<file path="src/rtl/bpsk_soft_demod_pkg.sv">
package bpsk_soft_demod_pkg;

  typedef enum logic [2:0] {
    ST_IDLE,
    ST_TRAIN,
    ST_PREAMBLE,
    ST_SOF_LOW,
    ST_GAP,
    ST_DATA
  } demodState_t;

  typedef struct packed {
    logic loadRef;
    logic addRef;
    logic latchHalf;
    logic clearShift;
    logic shiftBit;
  } dpCtrl_t;

endpackage

</file>
<file path="src/rtl/bpsk_soft_demod_datapath.sv">
module bpsk_soft_demod_datapath
  import bpsk_soft_demod_pkg::*;
#(
  parameter int SAMPLE_W   = 8,
  parameter int TRAIN_LEN  = 8,
  parameter int AMP_THRESH = 8,
  parameter int CHAR_BITS  = 10
) (
  input  logic                       clk,
  input  logic                       rstN,
  input  logic signed [SAMPLE_W-1:0] sampleI,
  input  logic signed [SAMPLE_W-1:0] sampleQ,
  input  logic                       halfScale,
  input  dpCtrl_t                    ctrl,
  output logic                       ampOk,
  output logic                       softHigh,
  output logic [CHAR_BITS-1:0]       nextShift
);

  localparam int EXT_W    = SAMPLE_W + 1;
  localparam int AMP_W    = EXT_W + 1;
  localparam int ACC_W    = SAMPLE_W + $clog2(TRAIN_LEN) + 1;
  localparam int SOFT_W   = SAMPLE_W + 2;
  localparam int BITSUM_W = SOFT_W + 1;

  logic signed [SAMPLE_W-1:0] inI, inQ;
  logic signed [EXT_W-1:0]    extI, extQ;
  logic [EXT_W-1:0]           absI, absQ, bigMag, smallMag;
  logic [AMP_W-1:0]           amp;
  logic signed [ACC_W-1:0]    sumI, sumQ;
  logic signed [SOFT_W-1:0]   termI, termQ, softVal, halfAcc;
  logic signed [BITSUM_W-1:0] bitSum;
  logic [CHAR_BITS-1:0]       shiftReg;

  // optional halving for monitor use
  always_comb begin
    inI = halfScale ? (sampleI >>> 1) : sampleI;
    inQ = halfScale ? (sampleQ >>> 1) : sampleQ;
    extI = EXT_W'(inI);
    extQ = EXT_W'(inQ);
  end

  // magnitude estimate: larger plus half the smaller
  always_comb begin
    absI = extI[EXT_W-1] ? EXT_W'(-extI) : EXT_W'(extI);
    absQ = extQ[EXT_W-1] ? EXT_W'(-extQ) : EXT_W'(extQ);
    bigMag   = (absI > absQ) ? absI : absQ;
    smallMag = (absI > absQ) ? absQ : absI;
    amp   = AMP_W'(bigMag) + AMP_W'(smallMag >> 1);
    ampOk = amp > AMP_W'(AMP_THRESH);
  end

  // quadrant-only reference sums
  always_ff @(posedge clk) begin
    if (!rstN) begin
      sumI <= '0;
      sumQ <= '0;
    end else if (ctrl.loadRef) begin
      sumI <= ACC_W'(extI);
      sumQ <= ACC_W'(extQ);
    end else if (ctrl.addRef) begin
      sumI <= sumI + ACC_W'(extI);
      sumQ <= sumQ + ACC_W'(extQ);
    end
  end

  always_comb begin
    termI    = (sumI > 0) ? SOFT_W'(extI) : -SOFT_W'(extI);
    termQ    = (sumQ > 0) ? SOFT_W'(extQ) : -SOFT_W'(extQ);
    softVal  = termI + termQ;
    softHigh = softVal > 0;
    bitSum   = BITSUM_W'(halfAcc) + BITSUM_W'(softVal);
    nextShift = {bitSum > 0, shiftReg[CHAR_BITS-1:1]};
  end

  always_ff @(posedge clk) begin
    if (!rstN) begin
      halfAcc  <= '0;
      shiftReg <= '0;
    end else begin
      if (ctrl.latchHalf) halfAcc <= softVal;
      if (ctrl.clearShift) shiftReg <= '0;
      else if (ctrl.shiftBit) shiftReg <= nextShift;
    end
  end

endmodule

</file>
<file path="src/rtl/bpsk_soft_demod_control.sv">
module bpsk_soft_demod_control
  import bpsk_soft_demod_pkg::*;
#(
  parameter int TRAIN_LEN      = 8,
  parameter int SOF_WAIT_MAX   = 50,
  parameter int SOF_LOW_MIN    = 18,
  parameter int SOF_LOW_MAX    = 24,
  parameter int START_WAIT_MAX = 6,
  parameter int CHAR_BITS      = 10
) (
  input  logic                 clk,
  input  logic                 rstN,
  input  logic                 sampleValid,
  input  logic                 ampOk,
  input  logic                 softHigh,
  input  logic [CHAR_BITS-1:0] nextShift,
  output dpCtrl_t              ctrl,
  output logic                 byteValid,
  output logic [CHAR_BITS-3:0] byteData,
  output logic                 frameDone,
  output logic                 dropOut,
  output logic                 active
);

  localparam int MAX_A   = (SOF_WAIT_MAX > SOF_LOW_MAX) ? SOF_WAIT_MAX : SOF_LOW_MAX;
  localparam int MAX_B   = (START_WAIT_MAX > TRAIN_LEN) ? START_WAIT_MAX : TRAIN_LEN;
  localparam int CNT_MAX = (MAX_A > MAX_B) ? MAX_A : MAX_B;
  localparam int CNT_W   = $clog2(CNT_MAX + 1);
  localparam int BIT_W   = $clog2(CHAR_BITS + 1);

  demodState_t        state, stateNext;
  logic [CNT_W-1:0]   cnt, cntNext;
  logic [BIT_W-1:0]   bitCnt, bitCntNext;
  logic               half, halfNext;
  logic               emitByte, emitDone, emitDrop;

  always_comb begin
    stateNext  = state;
    cntNext    = cnt;
    bitCntNext = bitCnt;
    halfNext   = half;
    ctrl       = '0;
    emitByte   = 1'b0;
    emitDone   = 1'b0;
    emitDrop   = 1'b0;
    if (sampleValid) begin
      unique case (state)
        ST_IDLE: begin
          if (ampOk) begin
            ctrl.loadRef = 1'b1;
            cntNext      = CNT_W'(1);
            stateNext    = ST_TRAIN;
          end
        end
        ST_TRAIN: begin
          if (!ampOk) begin
            emitDrop  = 1'b1;
            stateNext = ST_IDLE;
          end else begin
            ctrl.addRef = 1'b1;
            if (cnt == CNT_W'(TRAIN_LEN - 1)) begin
              stateNext = ST_PREAMBLE;
              cntNext   = '0;
            end else begin
              cntNext = cnt + CNT_W'(1);
            end
          end
        end
        ST_PREAMBLE: begin
          if (!softHigh) begin
            stateNext = ST_SOF_LOW;
            cntNext   = CNT_W'(1);
          end else if (cnt == CNT_W'(SOF_WAIT_MAX)) begin
            emitDrop  = 1'b1;
            stateNext = ST_IDLE;
          end else begin
            cntNext = cnt + CNT_W'(1);
          end
        end
        ST_SOF_LOW: begin
          if (softHigh) begin
            if (cnt < CNT_W'(SOF_LOW_MIN)) begin
              emitDrop  = 1'b1;
              stateNext = ST_IDLE;
            end else begin
              stateNext = ST_GAP;
              cntNext   = '0;
            end
          end else if (cnt == CNT_W'(SOF_LOW_MAX)) begin
            emitDrop  = 1'b1;
            stateNext = ST_IDLE;
          end else begin
            cntNext = cnt + CNT_W'(1);
          end
        end
        ST_GAP: begin
          if (!softHigh) begin
            ctrl.latchHalf  = 1'b1;
            ctrl.clearShift = 1'b1;
            bitCntNext      = '0;
            halfNext        = 1'b1;
            stateNext       = ST_DATA;
          end else if (cnt == CNT_W'(START_WAIT_MAX)) begin
            emitDrop  = 1'b1;
            stateNext = ST_IDLE;
          end else begin
            cntNext = cnt + CNT_W'(1);
          end
        end
        ST_DATA: begin
          if (!half) begin
            ctrl.latchHalf = 1'b1;
            halfNext       = 1'b1;
          end else begin
            ctrl.shiftBit = 1'b1;
            halfNext      = 1'b0;
            if (bitCnt == BIT_W'(CHAR_BITS - 1)) begin
              if (nextShift[CHAR_BITS-1] && !nextShift[0]) begin
                emitByte  = 1'b1;
                stateNext = ST_GAP;
                cntNext   = '0;
              end else if (nextShift == '0) begin
                emitDone  = 1'b1;
                stateNext = ST_IDLE;
              end else begin
                emitDrop  = 1'b1;
                stateNext = ST_IDLE;
              end
            end else begin
              bitCntNext = bitCnt + BIT_W'(1);
            end
          end
        end
        default: stateNext = ST_IDLE;
      endcase
    end
  end

  always_ff @(posedge clk) begin
    if (!rstN) begin
      state     <= ST_IDLE;
      cnt       <= '0;
      bitCnt    <= '0;
      half      <= 1'b0;
      byteValid <= 1'b0;
      byteData  <= '0;
      frameDone <= 1'b0;
      dropOut   <= 1'b0;
    end else begin
      state     <= stateNext;
      cnt       <= cntNext;
      bitCnt    <= bitCntNext;
      half      <= halfNext;
      byteValid <= emitByte;
      frameDone <= emitDone;
      dropOut   <= emitDrop;
      if (emitByte) byteData <= nextShift[CHAR_BITS-2:1];
    end
  end

  assign active = (state == ST_GAP) || (state == ST_DATA);

endmodule

</file>
<file path="src/rtl/bpsk_soft_demod.sv">
module bpsk_soft_demod
  import bpsk_soft_demod_pkg::*;
#(
  parameter int SAMPLE_W       = 8,
  parameter int TRAIN_LEN      = 8,
  parameter int AMP_THRESH     = 8,
  parameter int SOF_WAIT_MAX   = 50,
  parameter int SOF_LOW_MIN    = 18,
  parameter int SOF_LOW_MAX    = 24,
  parameter int START_WAIT_MAX = 6,
  parameter int CHAR_BITS      = 10
) (
  input  logic                       clk,
  input  logic                       rstN,
  input  logic                       sampleValid,
  input  logic signed [SAMPLE_W-1:0] sampleI,
  input  logic signed [SAMPLE_W-1:0] sampleQ,
  input  logic                       halfScale,
  output logic                       byteValid,
  output logic [CHAR_BITS-3:0]       byteData,
  output logic                       frameDone,
  output logic                       dropOut,
  output logic                       active
);

  dpCtrl_t              ctrl;
  logic                 ampOk;
  logic                 softHigh;
  logic [CHAR_BITS-1:0] nextShift;

  bpsk_soft_demod_datapath #(
    .SAMPLE_W  (SAMPLE_W),
    .TRAIN_LEN (TRAIN_LEN),
    .AMP_THRESH(AMP_THRESH),
    .CHAR_BITS (CHAR_BITS)
  ) u_datapath (
    .clk      (clk),
    .rstN     (rstN),
    .sampleI  (sampleI),
    .sampleQ  (sampleQ),
    .halfScale(halfScale),
    .ctrl     (ctrl),
    .ampOk    (ampOk),
    .softHigh (softHigh),
    .nextShift(nextShift)
  );

  bpsk_soft_demod_control #(
    .TRAIN_LEN     (TRAIN_LEN),
    .SOF_WAIT_MAX  (SOF_WAIT_MAX),
    .SOF_LOW_MIN   (SOF_LOW_MIN),
    .SOF_LOW_MAX   (SOF_LOW_MAX),
    .START_WAIT_MAX(START_WAIT_MAX),
    .CHAR_BITS     (CHAR_BITS)
  ) u_control (
    .clk        (clk),
    .rstN       (rstN),
    .sampleValid(sampleValid),
    .ampOk      (ampOk),
    .softHigh   (softHigh),
    .nextShift  (nextShift),
    .ctrl       (ctrl),
    .byteValid  (byteValid),
    .byteData   (byteData),
    .frameDone  (frameDone),
    .dropOut    (dropOut),
    .active     (active)
  );

endmodule

</file>
<file path="config.mk">
export PLATFORM = sky130hd
export DESIGN_NAME = bpsk_soft_demod
export DESIGN_NICKNAME = d
export VERILOG_FILES = /design/src/rtl/bpsk_soft_demod_pkg.sv /design/src/rtl/bpsk_soft_demod_datapath.sv /design/src/rtl/bpsk_soft_demod_control.sv /design/src/rtl/bpsk_soft_demod.sv
export SDC_FILE = /design/constraint.sdc
export NUM_CORES = 1
export LEC_CHECK = 0
export BUFFER_PORTS_ARGS = -buffer_cell sky130_fd_sc_hd__buf_2
export CORE_UTILIZATION = 35
export DETAILED_ROUTE_END_ITERATION = 10
export GPL_ROUTABILITY_DRIVEN = 0
export GPL_TIMING_DRIVEN = 1
export SYNTH_ARGS = -nofsm -noshare
export SYNTH_HDL_FRONTEND = slang
export SYNTH_SLANG_ARGS = --single-unit
</file>
<file path="constraint.sdc">
create_clock -name clk -period 7.02 [get_ports clk]
set_clock_uncertainty 0.05 [all_clocks]
set_input_delay 0.351 -clock clk [delete_from_list [all_inputs] [get_ports clk]]
set_output_delay 0.351 -clock clk [all_outputs]
set_load 0.01 [all_outputs]
</file>
Word-level counts from Yosys, hierarchy flattened
Index checks and enable logic that the tools add are counted.

Input bits: 20. Memory bits (read-only): 0. Output and inout port bits: 12. Flip-flop bits (word level): 69. Latch bits: 0. Memory bits (writable): 0. Word-level logic and storage cells: 151. Memories: 0.

Multipliers: 0. Add/subtract/negate cells: 11. Equal/unequal tests: 26. Div/mod/pow operators: 0. Bitwise gates (word level): 5. $lt $le $gt $ge: 7. Shifts and indexed selects: 0. Reduce and logical (&&, ||, !) cells: 15. Mux-type cells: 75.

Operators by type and width (count): $mux 6 (13); $mux 12 (4); $mux 3 (13); $mux 9 (4); $pmux 6 s6 (1); $mux 1 (26); $add 12x8->12 (2); $gt 12x1->1 const B (2); $mux 10 (2); $neg 8->10 (2); $neg 8->9 (2); $pmux 3 s6 (1); $ne 3x3->1 const B (5); $mux 7 (2); $eq 6x3->1 const B (2); $mux 4 (3); $ne 2x1->1 const B (6); $reduce_and 12->1 (1); $add 10x10->11 (1); $gt 11x1->1 const B (1); $add 10x10->10 (1); $add 9x8->10 (1); $gt 10x1->1 const B (1); $gt 10x4->1 const B (1); 32 further kinds (42).

Logic depth before layout (Yosys ltp)
Gate-level depths: netlist of run 1.

Depth after elaboration: 12. Depth in mapped cells: 34. Depth with buffers taken out: 28.

By module
From an unflattened synthesis of run 1, not the netlist that was laid out.

Cell total of the unflattened synthesis: 862. Area, all modules: 6980.4 um2.

By module, submodules not included: bpsk_soft_demod_datapath (instances 1, sequential area each 860.8 um2, cells each 645, area each 5103.6 um2); bpsk_soft_demod_control (instances 1, sequential area each 500.5 um2, cells each 217, area each 1876.8 um2).

Least setup slack after synthesis of run 1
Ideal clock, no wire load.

Kind: in2reg. Start: in halfScale. End: reg u_control.state[1]. Cell stages on the path: 32. Slack: -648 ps. Data required time: 6853 ps. Buffers on the path: 5. Arrival time: 7501 ps. Path through: buf_2 -> clkbuf_1 -> clkbuf_1 -> mux2_2 -> inv_1 -> ha_1 -> o2111ai_1 -> or3_1 -> mux2_2 -> a22oi_1 -> inv_1 -> ha_1 -> a21o_1 -> a21o_1 -> a21oi_1 -> o21ai_0 -> o31ai_1 -> buf_1 -> clkbuf_1 -> mux2i_1 -> ha_1 -> fa_1 -> xor2_1 -> nor3_1 -> mux2i_1 -> a211o_1 -> a211oi_2 -> mux2i_1 -> a21o_1 -> a311oi_4 -> o31ai_1 -> a32o_1.

Word-level cells in the longest chain between the ends: 9.

RTL lines: start, declared (line bpsk_soft_demod.sv:18) `input logic halfScale,`; $mux 7, on equally long branches (line bpsk_soft_demod_datapath.sv:37, bpsk_soft_demod_datapath.sv:38); $neg 8->9, on equally long branches (line bpsk_soft_demod_datapath.sv:45, bpsk_soft_demod_datapath.sv:46); $mux 9, on equally long branches (line bpsk_soft_demod_datapath.sv:45, bpsk_soft_demod_datapath.sv:46); $gt 9x9->1 (line bpsk_soft_demod_datapath.sv:47, bpsk_soft_demod_datapath.sv:48); $mux 9, on equally long branches (line bpsk_soft_demod_datapath.sv:47, bpsk_soft_demod_datapath.sv:48); $add 9x8->10 (line bpsk_soft_demod_datapath.sv:49) `amp = AMP_W'(bigMag) + AMP_W'(smallMag >> 1);`; $gt 10x4->1 (line bpsk_soft_demod_datapath.sv:50) `ampOk = amp > AMP_W'(AMP_THRESH);`; $ne 3x3->1 (no line), or another cell as far along; $reduce_and 8->1 (no line) / $pmux 3 s6 (equally long branches); end signal, assigned (line bpsk_soft_demod_control.sv:150) `state <= stateNext;`; end, declared (line bpsk_soft_demod_control.sv:31) `demodState_t state, stateNext;`.

Several ways; a longest one is shown, not always the timed one. A chain may end at the register's enable or synchronous reset.

Worst setup path after layout of run 1
Same ends and word-level chain as after synthesis.

==> results of run 1 <==
sequential cells by signal (all words and copies together) (netlist names):
| name | flops |
|---|---|
| u_control.state | 3 |
| u_datapath.sumI | 12 |
| u_control.byteValid | 1 |
| u_datapath.shiftReg | 9 |
| u_control.dropOut | 1 |
| u_datapath.sumQ | 12 |
| u_datapath.halfAcc | 10 |
| u_control.byteData | 8 |
| u_control.half | 1 |
| u_control.frameDone | 1 |
| u_control.bitCnt | 4 |
| u_control.cnt | 6 |
synth_stat cells (5+ instances only):
cell type | instances | area share, %
o21ai_0 | 53 | 4.1
mux2_2 | 7 | 1.2
o211ai_1 | 9 | 1.0
nor2b_1 | 8 | 0.77
fa_1 | 5 | 1.5
a211oi_1 | 19 | 2.2
a21boi_0 | 5 | 0.58
xnor2_1 | 27 | 3.6
inv_1 | 47 | 2.7
a31oi_1 | 10 | 0.96
or3_1 | 11 | 1.1
a21o_1 | 18 | 2.1
xor2_1 | 15 | 2.0
nand2b_1 | 12 | 1.2
a21oi_1 | 65 | 5.0
ha_1 | 70 | 13
o211a_1 | 5 | 0.77
nand2_1 | 79 | 4.5
clkbuf_1 | 30 | 1.7
nor2_1 | 95 | 5.5
o2111ai_1 | 6 | 0.81
nor3_1 | 21 | 1.6
dfxtp_1 | 68 | 21
mux2i_1 | 48 | 7.4
nor4_1 | 10 | 0.96
nand3_1 | 17 | 1.3
and3_1 | 7 | 0.67
kinds of logic after synthesis:
group / count (synthesis) / synth area share, %
buf+inv: 86 / 5.258
flops: 68 / 20.88
mux: 55 / 8.578
simple gates: 283 / 20.17
xor+xnor: 44 / 6.141
fa+ha+maj: 76 / 15.12
compound gates: 235 / 23.85
timing repair:
action / CTS / global route
endpoints found under the setup margin: 0 / 5
resized for setup: 0 / 3
setup buffers: 0 / 0
per-stage QoR:
| stage | util [%] | total power [uW] | instance area (um2) | std cells |
|---|---|---|---|---|
| CTS | 39.97 | 3454 | 7229 | 1098 |
| finish | 40.02 | 3466 | 7238 | 1098 |
| detailed placement | 38.26 | 2952 | 6919 | 1082 |
| global route | 40.02 | 3808 | 7238 | 1098 |
| floorplan | - | 2509 | 6545 | 847 |
| global placement | 38.26 | 2945 | 6919 | 1082 |
worst max-delay path, delay by kind of cell:
kind / cells / cell delay [ns]
compound gates: 13 / 2.90
mux: 4 / 1.15
simple gates: 3 / 0.85
fa+ha+maj: 3 / 0.79
buf+inv: 4 / 0.64
final cells by class:
type | instances | area share, %
Timing Repair Buffer | 45 | 3.647
Multi-Input combinational cell | 693 | 66.85
Sequential cell | 68 | 18.82
Tap cell | 229 | 3.959
Inverter | 47 | 2.437
Clock buffer | 9 | 3.111
Clock inverter | 7 | 1.175
power groups by stage:
| stage | Combinational [uW] | Clock (uW) | Sequential [uW] |
|---|---|---|---|
| after global placement | 2390 | 0 | 553 |
| after detailed placement | 2400 | 0 | 552 |
| final | 2440 | 481 | 545 |
| after global routing | 2740 | 509 | 557 |
| after floorplan | 1990 | 0 | 520 |
| after CTS | 2420 | 494 | 544 |
per-layer routing:
metal	track usage (%)	routed length, um
met2	29.47	7393
met5	0	0
met1	24.67	8633
met4	5.500	254
met3	3.395	666
final timing paths:
kind	start	cells past startpoint	slack (ns)	to
setup / recovery	halfScale	27	0.54	u_control.state[1]
hold / removal	sampleValid	3	0.32	u_control.dropOut
setup reg to reg	u_datapath.sumI[1]	18	1.32	u_control.cnt[0]
hold reg to reg	u_datapath.halfAcc[6]	2	0.43	u_datapath.halfAcc[6]
==> flow_summary.toml, run 1 <==
[sta]
period_needed_ns = 6.480
fmax_ghz = 0.1543
hold_slack_ns = 0.3243
setup_viol = 0
slew_violations = 0
min_period_over_period_pct = 92.31
relSlewSlack_pct = 54.62
worst-slew-pin-transition_ns = 0.6807
setup_ws_ns = 0.5399
rsz0062_at_grt = "no"
fin_setup_tns_ns = 0
finalHoldViolations = 0

[floorplanning]
fp.coreArea_um2 = 18090
fp.dieW_um = 138.5
start_util_pct = 36.05
io_pins = 32
die_area_um2 = 19180
rows = 49
die_h_um = 138.5

[power]
leakage_uw = 0.003242
internal-power_uw = 1705
seqPwrFrac_pct = 15.7
switching_share_pct = 50.82
p_switching_uw = 1762
power_density_nw_per_um2 = 478.9
power_frac_comb_pct = 70.4
vdd_drop_max_mv = 0.1985
clkPwrFrac_pct = 13.9

[route]
wirelength_um = 16950
drt_iter0_markers = 392
vias = 6001
route.antenna.remaining_nets = 0
drt_first_pass_iters = 8
viasPerCell = 5.465
drc_errors = 4
wl_per_cell_um = 15.43

[clock_network]
cts_tree = "built"
numCtsBuffers = 9
cts_max_path_buffers = 2
cts.clk_slew.worst_paths_ns = 0.06
cts_hold_buf = 0
htreeDepth = 3
clk_latency_ns = 0.35
cts_sinks = 68
cts_root_buffer = "clkbuf_16"

[critical_path]
cpPeakStageDelay_ns = 0.43
cp.required_ns = 7.21
endpoint_kind = "register"
setup.worst_path.class = "input pin to register"
critPathArrivalTime_ns = 6.67
critPathMaxFanout = 13
cp_slowest_cell = "or3_4"
start_kind = "input pin"

[outcome]
violations = "design-rule violations"
status = "complete, but fails checks"

[finish]
seqCellArea_um2 = 1363
layout-drive-gt1-share_pct = 9.896
n_antenna_cell = 0
layout_commonest_cell = "nor2_1"
fill_cells = 1834
multi_input_area_um2 = 4838
syn_to_final_growth_pct = 11.02
most-common-layout-cells = "95 x nor2_1, 79 x nand2_1, 70 x ha_1, 67 x dfxtp_1, 65 x a21oi_1"
final_nets = 959

[flow_run]
maxCapViolations = 0

[yosys]
syn_nets = 942
synth_cell_types = 66
synth_area_um2 = 6520
ys_warn_count = 0
syn_inst = 847
syn_area_per_cell_um2 = 7.698
ys_ff_latch = 68
async_reset_ff_share_pct = 0
ys_seq_area_share_pct = 20.88
synth-edff-count = 0
synth-main-ff-cell = "dfxtp_1"

[global_route]
antenna_found_initial = 0
grt_overflow_total = 0
grt_pass1_wl_um = 28350
grt_max_degree = 58
grt_usage_pct = 18.28
grt_pass1_vias = 5673

[place]
place_ws_ns = 0.1521
hpwl_um = 12800
numPortBuffers = 31

[hold_path]
min_path_type = "input pin to register"
Power figures use the tool's default switching activity.
==> run 2, diff against run 1 <==
--- a/config.mk
+++ b/config.mk
@@ -7,4 +7,5 @@
 export LEC_CHECK = 0
 export BUFFER_PORTS_ARGS = -buffer_cell sky130_fd_sc_hd__buf_2
+export CORE_MARGIN = 1
 export CORE_UTILIZATION = 35
 export DETAILED_ROUTE_END_ITERATION = 10
@@ -13,3 +14,4 @@
 export SYNTH_ARGS = -nofsm -noshare
 export SYNTH_HDL_FRONTEND = slang
+export SYNTH_HIERARCHICAL = 1
 export SYNTH_SLANG_ARGS = --single-unit
==> constraint.sdc (replaced) <==
create_clock -name clk -period 7.02 [get_ports clk]
set_clock_uncertainty 0.05 [all_clocks]
set_input_delay 1.404 -clock clk [delete_from_list [all_inputs] [get_ports clk]]
set_output_delay 1.404 -clock clk [all_outputs]
set_load 0.01 [all_outputs]
==> run 2 against run 1 <==
Effect of this change:
- the flow now finishes without violations
- core utilization increased by 2.5 points
- area after synthesis increased by 7.1%
- register-to-register slack improved by 0.30 ns
- combinational power increased by 2%
- via count increased by 7.7%
- critical path depth unchanged
- sequential power decreased by 3%
- final cell count increased by 9.3%
- first-iteration DRC count decreased by 37%
- non-clock buffer count increased by 51
- power increased by 0.54%
- worst setup slack got worse by 0.31 ns
- critical path type unchanged
==> flow_summary.toml, run 2 <==
[yosys]
synth_cell_types = 95
synth_fa_ha_area_share_pct = 14.16
synthTopCellsByArea = "dfxtp_1 20%, ha_1 13%, mux2i_1 6.7%, a21oi_1 4.2%, nor2_1 3.8%"
syn_area_per_cell_um2 = 8.098
synth-edff-count = 0
synth.top_cells.by_count = "71 x ha_1, 70 x nor2_1, 68 x dfxtp_1"
synth-simple-area-share_pct = 23.01
ys_seq_area_share_pct = 19.50
ys_ff_latch = 68
async_reset_ff_share_pct = 0
ys_warn_count = 6
synth_xor_area_share_pct = 5.019
synth-compound-area-share_pct = 23.71
syn_inst = 862
synth_mux_area_share_pct = 8.675
synth_top_family_by_area = "compound AO/OA/AOI/OAI gates"
synth_top_area_cell = "dfxtp_1"
yosys.cell_count.top_type = "ha_1"
synth-main-ff-cell = "dfxtp_1"
synth_area_um2 = 6980
yosysTopAreaCellShare_pct = 19.50
syn_nets = 958

[flow_run]
maxCapViolations = 0

[sta]
worst-slew-pin-transition_ns = 0.9976
hold_slack_ns = 0.4355
fin_setup_tns_ns = 0
setup_viol = 0
finalHoldViolations = 0
slew_violations = 0
setup_ws_ns = 0.2341
relSlewSlack_pct = 33.24
min_period_over_period_pct = 96.67
period_needed_ns = 6.786
fmax_ghz = 0.1474

[global_route]
grt_overflow_total = 0
grt_pass1_vias = 5999
grt_pass1_wl_um = 29610
antenna_found_initial = 1
grt_usage_pct = 18.16
grt_max_degree = 46

[power]
vdd_drop_max_mv = 0.2467
power_density_nw_per_um2 = 420.1
leakage_uw = 0.003496

[floorplanning]
fp.dieW_um = 143.2
io_pins = 32
die_area_um2 = 20510
fp.coreArea_um2 = 19530
die_h_um = 143.2
start_util_pct = 35.75
rows = 51

[critical_path]
cpPeakStageDelay_ns = 0.43
critPathMaxFanout = 5
critPathArrivalTime_ns = 6.94
endpoint_kind = "register"
cp.required_ns = 7.18
path_common_cell = "buf_4"
start_kind = "input pin"
cp_slowest_cell = "or4_4"
setup.worst_path.class = "input pin to register"

[outcome]
status = "complete, no violations"

[finish]
layout-drive-gt1-share_pct = 20.43
final_nets = 1026
n_antenna_cell = 0
fill_cells = 2021
most-common-layout-cells = "70 x nor2_1, 68 x dfxtp_1, 66 x ha_1, 63 x buf_4, 63 x nand2_1"
syn_to_final_growth_pct = 18.84
final_cells = 1200
reg_top3 = "u_datapath/sumI x12, u_datapath/sumQ x12, u_datapath/halfAcc x10"
layout_commonest_cell = "nor2_1"

[clock_network]
clk_latency_ns = 0.34
cts_tree = "built"
cts_sinks = 68
cts.clk_slew.worst_paths_ns = 0.06
cts_hold_buf = 0
htreeDepth = 3
cts_max_path_buffers = 2
numCtsBuffers = 9
cts_root_buffer = "clkbuf_16"

[route]
vias = 6466
drt_first_pass_iters = 5
viasPerCell = 5.388
wl_per_cell_um = 15.07
drt_iter0_markers = 248
wirelength_um = 18090
drc_errors = 0
route.antenna.remaining_nets = 0

[place]
numPortBuffers = 31
hpwl_um = 14150
dpl.cell_count = 1177
place_ws_ns = -0.2491

[hold_path]
min_path_type = "register to register"
[run 2: cell types whose count changed after synthesis, moves of 6 or more]
| cell | change |
|---|---|
| a211oi_1 | -7 |
| a21oi_1 | -6 |
| clkbuf_1 | -10 |
| nand2_1 | -16 |
| nor2_1 | -25 |
| nor2b_1 | +17 |
| nor4_1 | +7 |
| o211ai_1 | -7 |
| o21a_1 | +7 |
| o21ai_0 | -15 |
| o31ai_1 | +7 |
| or2_2 | +6 |
| or3_1 | -6 |
| or4_1 | +6 |
[run 2: kinds of logic after synthesis]
logic type / count (synthesis)
fa+ha+maj: 76
buf+inv: 92
mux: 59
xor+xnor: 40
flops: 68
simple gates: 293
compound gates: 234
[run 2: area by class of cell]
class | instances | area [um2] | area share [%]
clock buffers | 9 | 225.2 | 2.715
clock inverters | 7 | 82.58 | 0.9955
inverters | 53 | 198.9 | 2.398
multi-input cells | 702 | 5413 | 65.25
flip-flops and latches | 68 | 1361 | 16.41
well taps | 265 | 331.6 | 3.997
repair buffers | 96 | 683.2 | 8.235
[run 2: worst paths after layout]
| check | slack, ns | startpoint | end | cells after the start |
|---|---|---|---|---|
| worst max register to register | 1.62 | u_datapath/sumQ[1] | u_control/cnt[2] | 24 |
| worst max-delay path | 0.23 | sampleI[2] | u_control/cnt[4] | 27 |
| worst min register to register | 0.44 | u_control/byteData[3] | u_control/byteData[3] | 2 |
| worst min-delay path | 0.44 | u_control/byteData[3] | u_control/byteData[3] | 2 |
[run 2: where the power goes]
part	leakage, uW	internal, uW	switching [uW]
logic	0.00279	1130	1360
registers	0.000554	448	80.4
clock network	0.000151	280	189
total	0.00350	1860	1630
[run 2: metrics by stage]
step / total power (uW) / utilization, % / cell area, um2
after floorplan: 2361 / - / 7058
after global placement: 2921 / 39.89 / 7789
after detailed placement: 2940 / 39.89 / 7789
after CTS: 3428 / 41.46 / 8097
after global routing: 3818 / 42.48 / 8295
final: 3485 / 42.48 / 8295
[run 2: timing repair]
action / CTS / global route
setup endpoints to repair: 0 / 34
resized for setup: 0 / 30
buffers inserted: 0 / 7
[run 2: layer usage]
metal  vias to the layer above  track usage [%]  part of all wire, %
met1                      3008            24.20                   48
met2                       116            30.06                   46
met3                        33            2.683                  2.9
met4                         2            5.487                  2.2
li1                       3307                -                    -
met5                         -                0                0.094
[run 2: worst max-delay path, delay by kind of cell]
family | cells | cell delay [ns]
fa+ha+maj | 2 | 0.59
buf+inv | 6 | 0.77
simple gates | 6 | 1.47
compound gates | 11 | 2.21
mux | 1 | 0.32
xor+xnor | 1 | 0.17
